File: config.mk
export PLATFORM = sky130hd
export DESIGN_NAME = evt_status_regs
export DESIGN_NICKNAME = d
export VERILOG_FILES = /design/src/rtl/status_pkg.sv /design/src/rtl/evt_sync.sv /design/src/rtl/edge_latch.sv /design/src/rtl/irq_combine.sv /design/src/rtl/evt_status_regs.sv
export SDC_FILE = /design/constraint.sdc
export NUM_CORES = 1
export LEC_CHECK = 0
export ABC_AREA = 1
export CAP_MARGIN = 20
export CORE_ASPECT_RATIO = 0.9
export CORE_MARGIN = 2
export CORE_UTILIZATION = 40
export DETAILED_ROUTE_END_ITERATION = 6
export DONT_BUFFER_PORTS = 1
export GPL_TIMING_DRIVEN = 0
export HOLD_SLACK_MARGIN = 0.06
export PLACE_DENSITY_LB_ADDON = 0.05
export RECOVER_POWER = 25
export SYNTH_ARGS = -nofsm -noshare
export SYNTH_HDL_FRONTEND = slang
export SYNTH_SLANG_ARGS = --single-unit
File: constraint.sdc
create_clock -name clk_i -period 2.3 [get_ports clk_i]
set_clock_uncertainty 0.15 [all_clocks]
set_input_delay 0.46 -clock clk_i [delete_from_list [all_inputs] [get_ports clk_i]]
set_output_delay 0.46 -clock clk_i [all_outputs]
set_load 0.02 [all_outputs]
File: src/rtl/status_pkg.sv
package status_pkg;
  typedef enum logic [1:0] {EDGE_RISE, EDGE_FALL, EDGE_ANY} edge_rule_e;

  localparam int unsigned NUM_EVT = 6;
  localparam int unsigned NUM_EN  = 4;
  localparam logic [7:0]  RT_MASK = 8'b0011_0111;

  localparam logic [1:0] ADR_RT  = 2'd0;
  localparam logic [1:0] ADR_LAT = 2'd1;
  localparam logic [1:0] ADR_EN  = 2'd2;

  function automatic edge_rule_e bit_rule(input int unsigned idx);
    if (idx >= 1 && idx <= 3) return EDGE_RISE;
    return EDGE_ANY;
  endfunction
endpackage

File: src/rtl/evt_sync.sv
module evt_sync #(
  parameter int unsigned WIDTH  = 6,
  parameter int unsigned STAGES = 2
) (
  input  logic             clk_i,
  input  logic             rst_ni,
  input  logic [WIDTH-1:0] d_i,
  output logic [WIDTH-1:0] q_o
);
  logic [WIDTH-1:0] stg_q [STAGES];

  always_ff @(posedge clk_i or negedge rst_ni) begin
    if (!rst_ni) begin
      for (int s = 0; s < int'(STAGES); s++) stg_q[s] <= '0;
    end else begin
      stg_q[0] <= d_i;
      for (int s = 1; s < int'(STAGES); s++) stg_q[s] <= stg_q[s-1];
    end
  end

  assign q_o = stg_q[STAGES-1];
endmodule

File: src/rtl/edge_latch.sv
module edge_latch
  import status_pkg::*;
#(
  parameter edge_rule_e RULE = EDGE_ANY
) (
  input  logic clk_i,
  input  logic rst_ni,
  input  logic lvl_i,
  input  logic clr_i,
  output logic q_o
);
  logic prev_q, hit;

  always_ff @(posedge clk_i or negedge rst_ni) begin
    if (!rst_ni) prev_q <= 1'b0;
    else         prev_q <= lvl_i;
  end

  generate
    if (RULE == EDGE_RISE) begin : g_rise
      assign hit = lvl_i & ~prev_q;
    end else if (RULE == EDGE_FALL) begin : g_fall
      assign hit = ~lvl_i & prev_q;
    end else begin : g_any
      assign hit = lvl_i ^ prev_q;
    end
  endgenerate

  // set has priority over a same-cycle clear
  always_ff @(posedge clk_i or negedge rst_ni) begin
    if (!rst_ni)    q_o <= 1'b0;
    else if (hit)   q_o <= 1'b1;
    else if (clr_i) q_o <= 1'b0;
  end

  a_r5_set_wins: assert property (@(posedge clk_i) disable iff (!rst_ni)
    hit |=> q_o);
  a_r3_clear: assert property (@(posedge clk_i) disable iff (!rst_ni)
    (clr_i && !hit) |=> !q_o);
  a_r4_hold: assert property (@(posedge clk_i) disable iff (!rst_ni)
    (!clr_i && !hit) |=> $stable(q_o));
endmodule

File: src/rtl/irq_combine.sv
module irq_combine #(
  parameter int unsigned N = 4
) (
  input  logic         clk_i,
  input  logic         rst_ni,
  input  logic [N-1:0] lat_i,
  input  logic [N-1:0] en_i,
  input  logic         ext_i,
  output logic         irq_no
);
  logic req;
  assign req = (|(lat_i & en_i)) | ext_i;

  always_ff @(posedge clk_i or negedge rst_ni) begin
    if (!rst_ni) irq_no <= 1'b1;
    else         irq_no <= ~req;
  end

  a_r7_irq_on: assert property (@(posedge clk_i) disable iff (!rst_ni)
    (|(lat_i & en_i)) |=> !irq_no);
  a_r8_ext_on: assert property (@(posedge clk_i) disable iff (!rst_ni)
    ext_i |=> !irq_no);
  a_r7_irq_off: assert property (@(posedge clk_i) disable iff (!rst_ni)
    (!ext_i && (lat_i & en_i) == '0) |=> irq_no);
endmodule

File: src/rtl/evt_status_regs.sv
module evt_status_regs
  import status_pkg::*;
#(
  parameter int unsigned SYNC_STAGES = 2,
  parameter int unsigned DATA_W      = 8,
  parameter int unsigned ADDR_W      = 2
) (
  input  logic              clk_i,
  input  logic              rst_ni,
  input  logic [NUM_EVT-1:0] evt_i,
  input  logic              ext_irq_i,
  input  logic [ADDR_W-1:0] addr_i,
  input  logic              wr_en_i,
  input  logic [DATA_W-1:0] wdata_i,
  output logic [DATA_W-1:0] rdata_o,
  output logic              irq_no
);
  localparam int unsigned PAD_LAT = DATA_W - NUM_EVT;
  localparam int unsigned PAD_EN  = DATA_W - NUM_EN;

  logic [NUM_EVT-1:0] lvl, lat, clr;
  logic [NUM_EN-1:0]  en_q;
  logic [DATA_W-1:0]  rd_mux;

  evt_sync #(.WIDTH(NUM_EVT), .STAGES(SYNC_STAGES)) u_sync (
    .clk_i(clk_i), .rst_ni(rst_ni), .d_i(evt_i), .q_o(lvl)
  );

  assign clr = (wr_en_i && addr_i == ADR_LAT) ? wdata_i[NUM_EVT-1:0] : '0;

  for (genvar i = 0; i < NUM_EVT; i++) begin : g_lat
    edge_latch #(.RULE(bit_rule(i))) u_lat (
      .clk_i(clk_i), .rst_ni(rst_ni), .lvl_i(lvl[i]), .clr_i(clr[i]), .q_o(lat[i])
    );
  end

  always_ff @(posedge clk_i or negedge rst_ni) begin
    if (!rst_ni)                          en_q <= '0;
    else if (wr_en_i && addr_i == ADR_EN) en_q <= wdata_i[NUM_EN-1:0];
  end

  irq_combine #(.N(NUM_EN)) u_irq (
    .clk_i(clk_i), .rst_ni(rst_ni), .lat_i(lat[NUM_EN-1:0]), .en_i(en_q),
    .ext_i(ext_irq_i), .irq_no(irq_no)
  );

  always_comb begin
    unique case (addr_i)
      ADR_RT:  rd_mux = {{PAD_LAT{1'b0}}, lvl} & RT_MASK;
      ADR_LAT: rd_mux = {{PAD_LAT{1'b0}}, lat};
      ADR_EN:  rd_mux = {{PAD_EN{1'b0}}, en_q};
      default: rd_mux = '0;
    endcase
  end

  always_ff @(posedge clk_i or negedge rst_ni) begin
    if (!rst_ni) rdata_o <= '0;
    else         rdata_o <= rd_mux;
  end

  a_r9_reset_idle: assert property (@(posedge clk_i) disable iff (!rst_ni)
    $rose(rst_ni) |-> (irq_no && lat == '0 && en_q == '0));
  a_r1_rt_gap: assert property (@(posedge clk_i) disable iff (!rst_ni)
    (addr_i == ADR_RT) |=> (rdata_o[3] == 1'b0 && rdata_o[7:6] == 2'b00));
endmodule

* After elaboration in Yosys (flattened, before gate mapping)
Cells that the tools add are included.
** Operators by class
- Add/sub/neg operators :: 0
- Multipliers :: 0
- Div/mod/pow operators :: 0
- $lt $le $gt $ge :: 0
- Equality and inequality tests :: 2
- Shift operators :: 0
- Muxes and demuxes :: 14
- Bitwise gates (word level) :: 12
- Reduce and logical (&&, ||, !) cells :: 10
** Operators with widths (number)
- one-hot mux 6 bit (3 select lines) :: 1
- two-way mux 1 bit :: 12
- nonzero test 2 bit :: 6
- two-way mux 6 bit :: 1
- AND 4 bit :: 1
- NOT 1 bit :: 4
- OR reduction 4 bit :: 1
- AND 1 bit :: 3
- XOR 1 bit :: 3
- == test 2 x 1 -> 1 bit (second input constant) :: 1
- == test 2 bit (second input constant) :: 1
- logical AND 1 bit :: 2
- zero test 2 bit :: 1
- OR 1 bit :: 1
** Word-level totals
- Flip-flop bits (word level) :: 37
- Bits in latches :: 0
- Bits in writable memories :: 0
- Bits in read-only memories :: 0
- Input bits :: 20
- Output and inout bits :: 9
- Logic and storage cells :: 55
- Memories kept :: 0

* Longest topological paths before layout
- Depth in word-level cells :: 5
- Mapped depth :: 6
- Mapped depth without buffers :: 5

* Hierarchy
A second synthesis with hierarchy kept.
** Unflattened totals
- Cell total of the unflattened synthesis :: 140
- Area, all modules :: 1343.8 um^2
** By module, submodules not included
- evt_status_regs :: instances 1, cells each 65, area each 501.7 um^2, sequential area each 250.2 um^2
- evt_sync :: instances 1, cells each 18, area each 345.3 um^2, sequential area each 300.3 um^2
- edge_latch (g_lat[0].u_lat ...) :: instances 3, cells each 9, area each 77.6 um^2, sequential area each 50.0 um^2
- edge_latch (g_lat[1].u_lat ...) :: instances 3, cells each 7, area each 68.8 um^2, sequential area each 50.0 um^2
- irq_combine :: instances 1, cells each 9, area each 57.6 um^2, sequential area each 26.3 um^2

* Least setup slack after synthesis
No wires, ideal clock.
- Path type :: input to register
- Start :: in addr_i[0]
- End :: reg en_q[3]
- Setup time :: 0.116 ns
- Arrival time :: 0.916 ns
- Data required time :: 2.034 ns
- Path slack :: 1.118 ns
- Stages on the path :: 5
- Path buffers :: 1
- Path through :: buf_4 -> nor2_4 -> nand2_2 -> nand2_1 -> nand2_1
** On the way
- Cells in the longest elaborated chain, start to end :: 2
** RTL lines
- from (decl) :: RTL line evt_status_regs.sv:12 : input logic [ADDR_W-1:0] addr_i,
- == test 2 bit :: RTL line evt_status_regs.sv:39 : else if (wr_en_i && addr_i == ADR_EN) en_q <= wdata_i[NUM_EN-1:0];
- logical AND 1 bit :: RTL line evt_status_regs.sv:39
- to (signal assigned) :: RTL line evt_status_regs.sv:39
- to (decl) :: RTL line evt_status_regs.sv:22 : logic [NUM_EN-1:0] en_q;
No other way between the ends.
A chain may end at the register's enable or synchronous reset.

* Worst setup path in the final report
- Start :: reg u_irq.irq_no
- End :: out irq_no
** RTL lines
- from (decl) :: RTL line irq_combine.sv:9 : output logic irq_no
- from (signal assigned) :: RTL line irq_combine.sv:16 : else irq_no <= ~req;
- to (decl) :: RTL line evt_status_regs.sv:16 : output logic irq_no
No word-level cell between the ends.

==> impl.org <==
** Worst setup path
- Critical Path Start :: u_irq.irq_no
- The startpoint identified for the worst register-to-register timing path is g_lat[3].u_lat.q_o.
- At the worst endpoint, the required time is 1.69 ns.
- Data arrives at the worst endpoint at 0.92 ns.
- CP endpoint kind :: primary output
- The worst setup path is of the reg2out kind.
- Startpoint kind of the worst setup timing path :: flop
- In this run the worst path has a maximum fanout of 1.

** Clock network
- In this run the number of H-tree levels came out at 2.
- For the worst-skew pair, the clock arrives at the later sink with an insertion delay of 0.34 ns.
- Master cell of the clock root buffer :: sky130_fd_sc_hd__clkbuf_4
- The clock passes through at most 2 buffers.
- TritonCTS built the clock tree.
- Total CTS buffers :: 5
- Number of sinks handled by clock tree synthesis :: 35
- Total of cells resized after clock tree synthesis :: 0
- Clock edge transition at the registers on the reported setup and hold paths :: roughly 0.090 ns

** Global routing
- Remaining global-route overflow :: 0
- Met1 usage :: 0.1589
- Wire length of the first global-routing pass :: roughly 3.4 mm
- In the global route stage, met2 resource usage came out at 0.1905.
- The number of antenna violations at the first check in global routing was 0.
- For this run, the total global-route usage over all layers was measured as 0.1318.
- For this run, global-route usage on met3 was measured as 0.07415.
- Vias in the first global route :: 739
- After global routing, the most crowded layer is met2.
- Entering global routing, the biggest net connects 36 pins.

** Finish
- The library cell used most frequently in the layout, excluding fill and tap cells, is sky130_fd_sc_hd__nand2_1.
- Total inserted antenna cells :: 0
- Filler Cells Inserted :: 291
- In the final layout, the share of cells above drive strength 1 is 0.1493.
- In the final design database the tool counted 153 nets.
- Area delta synth->final :: 20.72%
- Highest-count cells in the layout ignoring fill and taps :: 51 x sky130_fd_sc_hd__nand2_1, 34 x sky130_fd_sc_hd__dfrtp_1, 8 x sky130_fd_sc_hd__dlygate4sd3_1

** Job
- The tool flagged a number of max-cap violations equal to 0.

** Floorplanning
- In this run the count of I/O pins placed on the die edge is 29.
- The region available for standard cell placement spans 0.003019 mm².
- Horizontal extent of the die :: roughly 63 µm
- Die ar. :: 0.003572 mm²
- For this configuration, the core starts out at a cell density of 0.4119.
- Rows :: 19
- Height of the die :: 56.90 µm

** Timing
- The number of hold violations in the final report was 0.
- Setup repair after global routing left no endpoint under its margin.
- Worst-case setup margin in the final layout :: roughly 0.77 ns
- Final number of setup-violating endpoints :: 0
- Setup TNS :: 0 ns
- Post-layout minimum cycle time :: ~1.5 ns
- Of the available clock period, the critical path in the final layout requires 0.6641.
- The number of max-slew violations in the final report was 0.
- Highest clock frequency the design can meet :: 654.7 MHz

** Power and ir drop
- The worst-case IR drop observed on VDD is between 0.0004 and 0.0005 V.
- P_sw :: approximately 290 µW
- Of the total power, the clock network draws 0.401.
- The share of total power dissipated in combinational logic is 0.072.
- Power spread over the standard cell area amounts to between 800 and 900 mW/mm².
- P_leak :: 0.7280 nW
- Of the total power, the share spent switching nets is 0.2200.
- Internal power :: 1.044 mW
- Seq pwr share :: 0.527

** Yosys
- Number of standard cells after synthesis :: around 120
- Post-synthesis register bit count :: 35
- Post-synth design cell area :: 0.001244 mm²
- Yosys cell types :: 16
- Of the synthesized area, sequential elements account for 0.7052.
- Dividing the synthesized area by the synthesized cell count gives 10.72 µm².
- Total of warnings raised by yosys :: 0

** Placement
- Buffers placed on the I/O ports in this run total 0.
- The congestion estimate from routability-driven global placement came to 0.7005.
- Placement Setup Slack :: 0.9448 ns
- Post-DP HPWL :: between 1 and 1.5 mm

** Hold path
- The min-delay analysis places its worst path in the category in2reg.
- Critical hold path startpoint :: wdata_i[3]

** Detailed routing
- The pre-antenna-repair detailed-routing pass consisted of 4 iterations.
- For this block, the via count after detailed routing is 796.
- Summed over all layers, the routed wires come to 1.956 mm.
- Starting DRC count in detailed routing :: 43
- Routed wire per std cell :: around 11 µm
- Post-DR vias/cell :: 4.523
- For this run, design rule violations remaining after detail routing come to 0.
- In this run the remaining antenna-violating nets after routing total 0.

** Outcome
- The flow ran to the end, and the final reports show no timing, DRC or antenna violations.
routing by layer:
| layer | up-vias | wire length, µm |
|---|---|---|
| met2 | 26 | 888 |
| met4 | 0 | 43 |
| met5 | - | 0 |
| met1 | 375 | 881 |
| met3 | 6 | 143 |
| li1 | 389 | - |
power groups by stage:
stage | sequential [mW] | combinational [mW] | clock [mW]
after floorplan | 0.712 | 0.0603 | 0
after global placement | 0.717 | 0.0698 | 0
after detailed placement | 0.719 | 0.0711 | 0
after CTS | 0.706 | 0.0972 | 0.557
after global routing | 0.711 | 0.112 | 0.587
final | 0.705 | 0.0969 | 0.537
cells by family (layout without fill, tap and decap cells):
group           count (synthesis)  after routing  synth area share
flops                          35             35            0.7052
xor+xnor                        3              3           0.02113
compound gates                  1              1          0.004020
simple gates                   66             66            0.2264
other cells                     1              2          0.003015
buf+inv                        10             27           0.04024
flip-flops by register name, summed over array words and instances (netlist names):
name	flops
rdata_o	6
u_irq.irq_no	1
g_lat.u_lat.q_o	6
u_sync.q_o	6
en_q	4
g_lat.u_lat.prev_q	6
u_sync.stg_q	6
through the flow:
step,utilization,cell area [µm²],instances,hold slack [ns],total power [mW]
2_1_floorplan,-,1247,117,0.01441,0.7721
3_3_place_gp,0.4306,1300,159,0.01522,0.7864
3_5_place_dp,0.4306,1300,159,0.01522,0.7898
4_1_cts,0.4940,1491,175,0.06786,1.360
5_1_grt,0.4973,1501,176,0.06658,1.410
6_report,0.4973,1501,176,0.09444,1.339
cell usage after synthesis:
cell type	count	share of area
sky130_fd_sc_hd__xnor2_1	3	0.021
sky130_fd_sc_hd__nor2_1	2	0.0060
sky130_fd_sc_hd__nand2_2	1	0.0050
sky130_fd_sc_hd__a21oi_1	1	0.0040
sky130_fd_sc_hd__nand3_1	3	0.012
sky130_fd_sc_hd__inv_2	3	0.0091
sky130_fd_sc_hd__conb_1	1	0.0030
sky130_fd_sc_hd__inv_1	3	0.0091
sky130_fd_sc_hd__buf_4	3	0.018
sky130_fd_sc_hd__dfrtp_1	34	0.68
sky130_fd_sc_hd__nor2_4	1	0.0091
sky130_fd_sc_hd__nor2_2	2	0.010
sky130_fd_sc_hd__nand2_1	51	0.15
sky130_fd_sc_hd__nand4_1	6	0.030
sky130_fd_sc_hd__buf_2	1	0.0040
sky130_fd_sc_hd__dfstp_2	1	0.021
final cells by class:
type                    instances  area [µm²]  area share
well taps                      42       52.55     0.03500
repair buffers                  9       100.1     0.06667
plain buffers                   4       27.53     0.01833
inverters                       6       22.52     0.01500
multi-input cells              72       320.3      0.2133
clock inverters                 2       60.06     0.04000
flip-flops and latches         35       877.1      0.5842
clock buffers                   6       41.29     0.02750
worst paths after layout:
| path | cells past startpoint | to | slack [ns] |
|---|---|---|---|
| worst max register to register | 3 | u_irq.irq_no | 1.37 |
| max in group asynchronous | 2 | u_irq.irq_no | 1.34 |
| min in group asynchronous | 2 | en_q[0] | 0.42 |
| worst min register to register | 0 | u_sync.q_o[2] | 0.21 |
| worst max-delay path | 0 | irq_no | 0.77 |
| worst min-delay path | 2 | en_q[3] | 0.09 |
repair_timing:
| item | in CTS | in global routing |
|---|---|---|
| hold buffers | 8 | 1 |
| setup buffers | 0 | 0 |
| hold endpoints to repair | 41 | 1 |
Power figures use the tool's default switching activity.
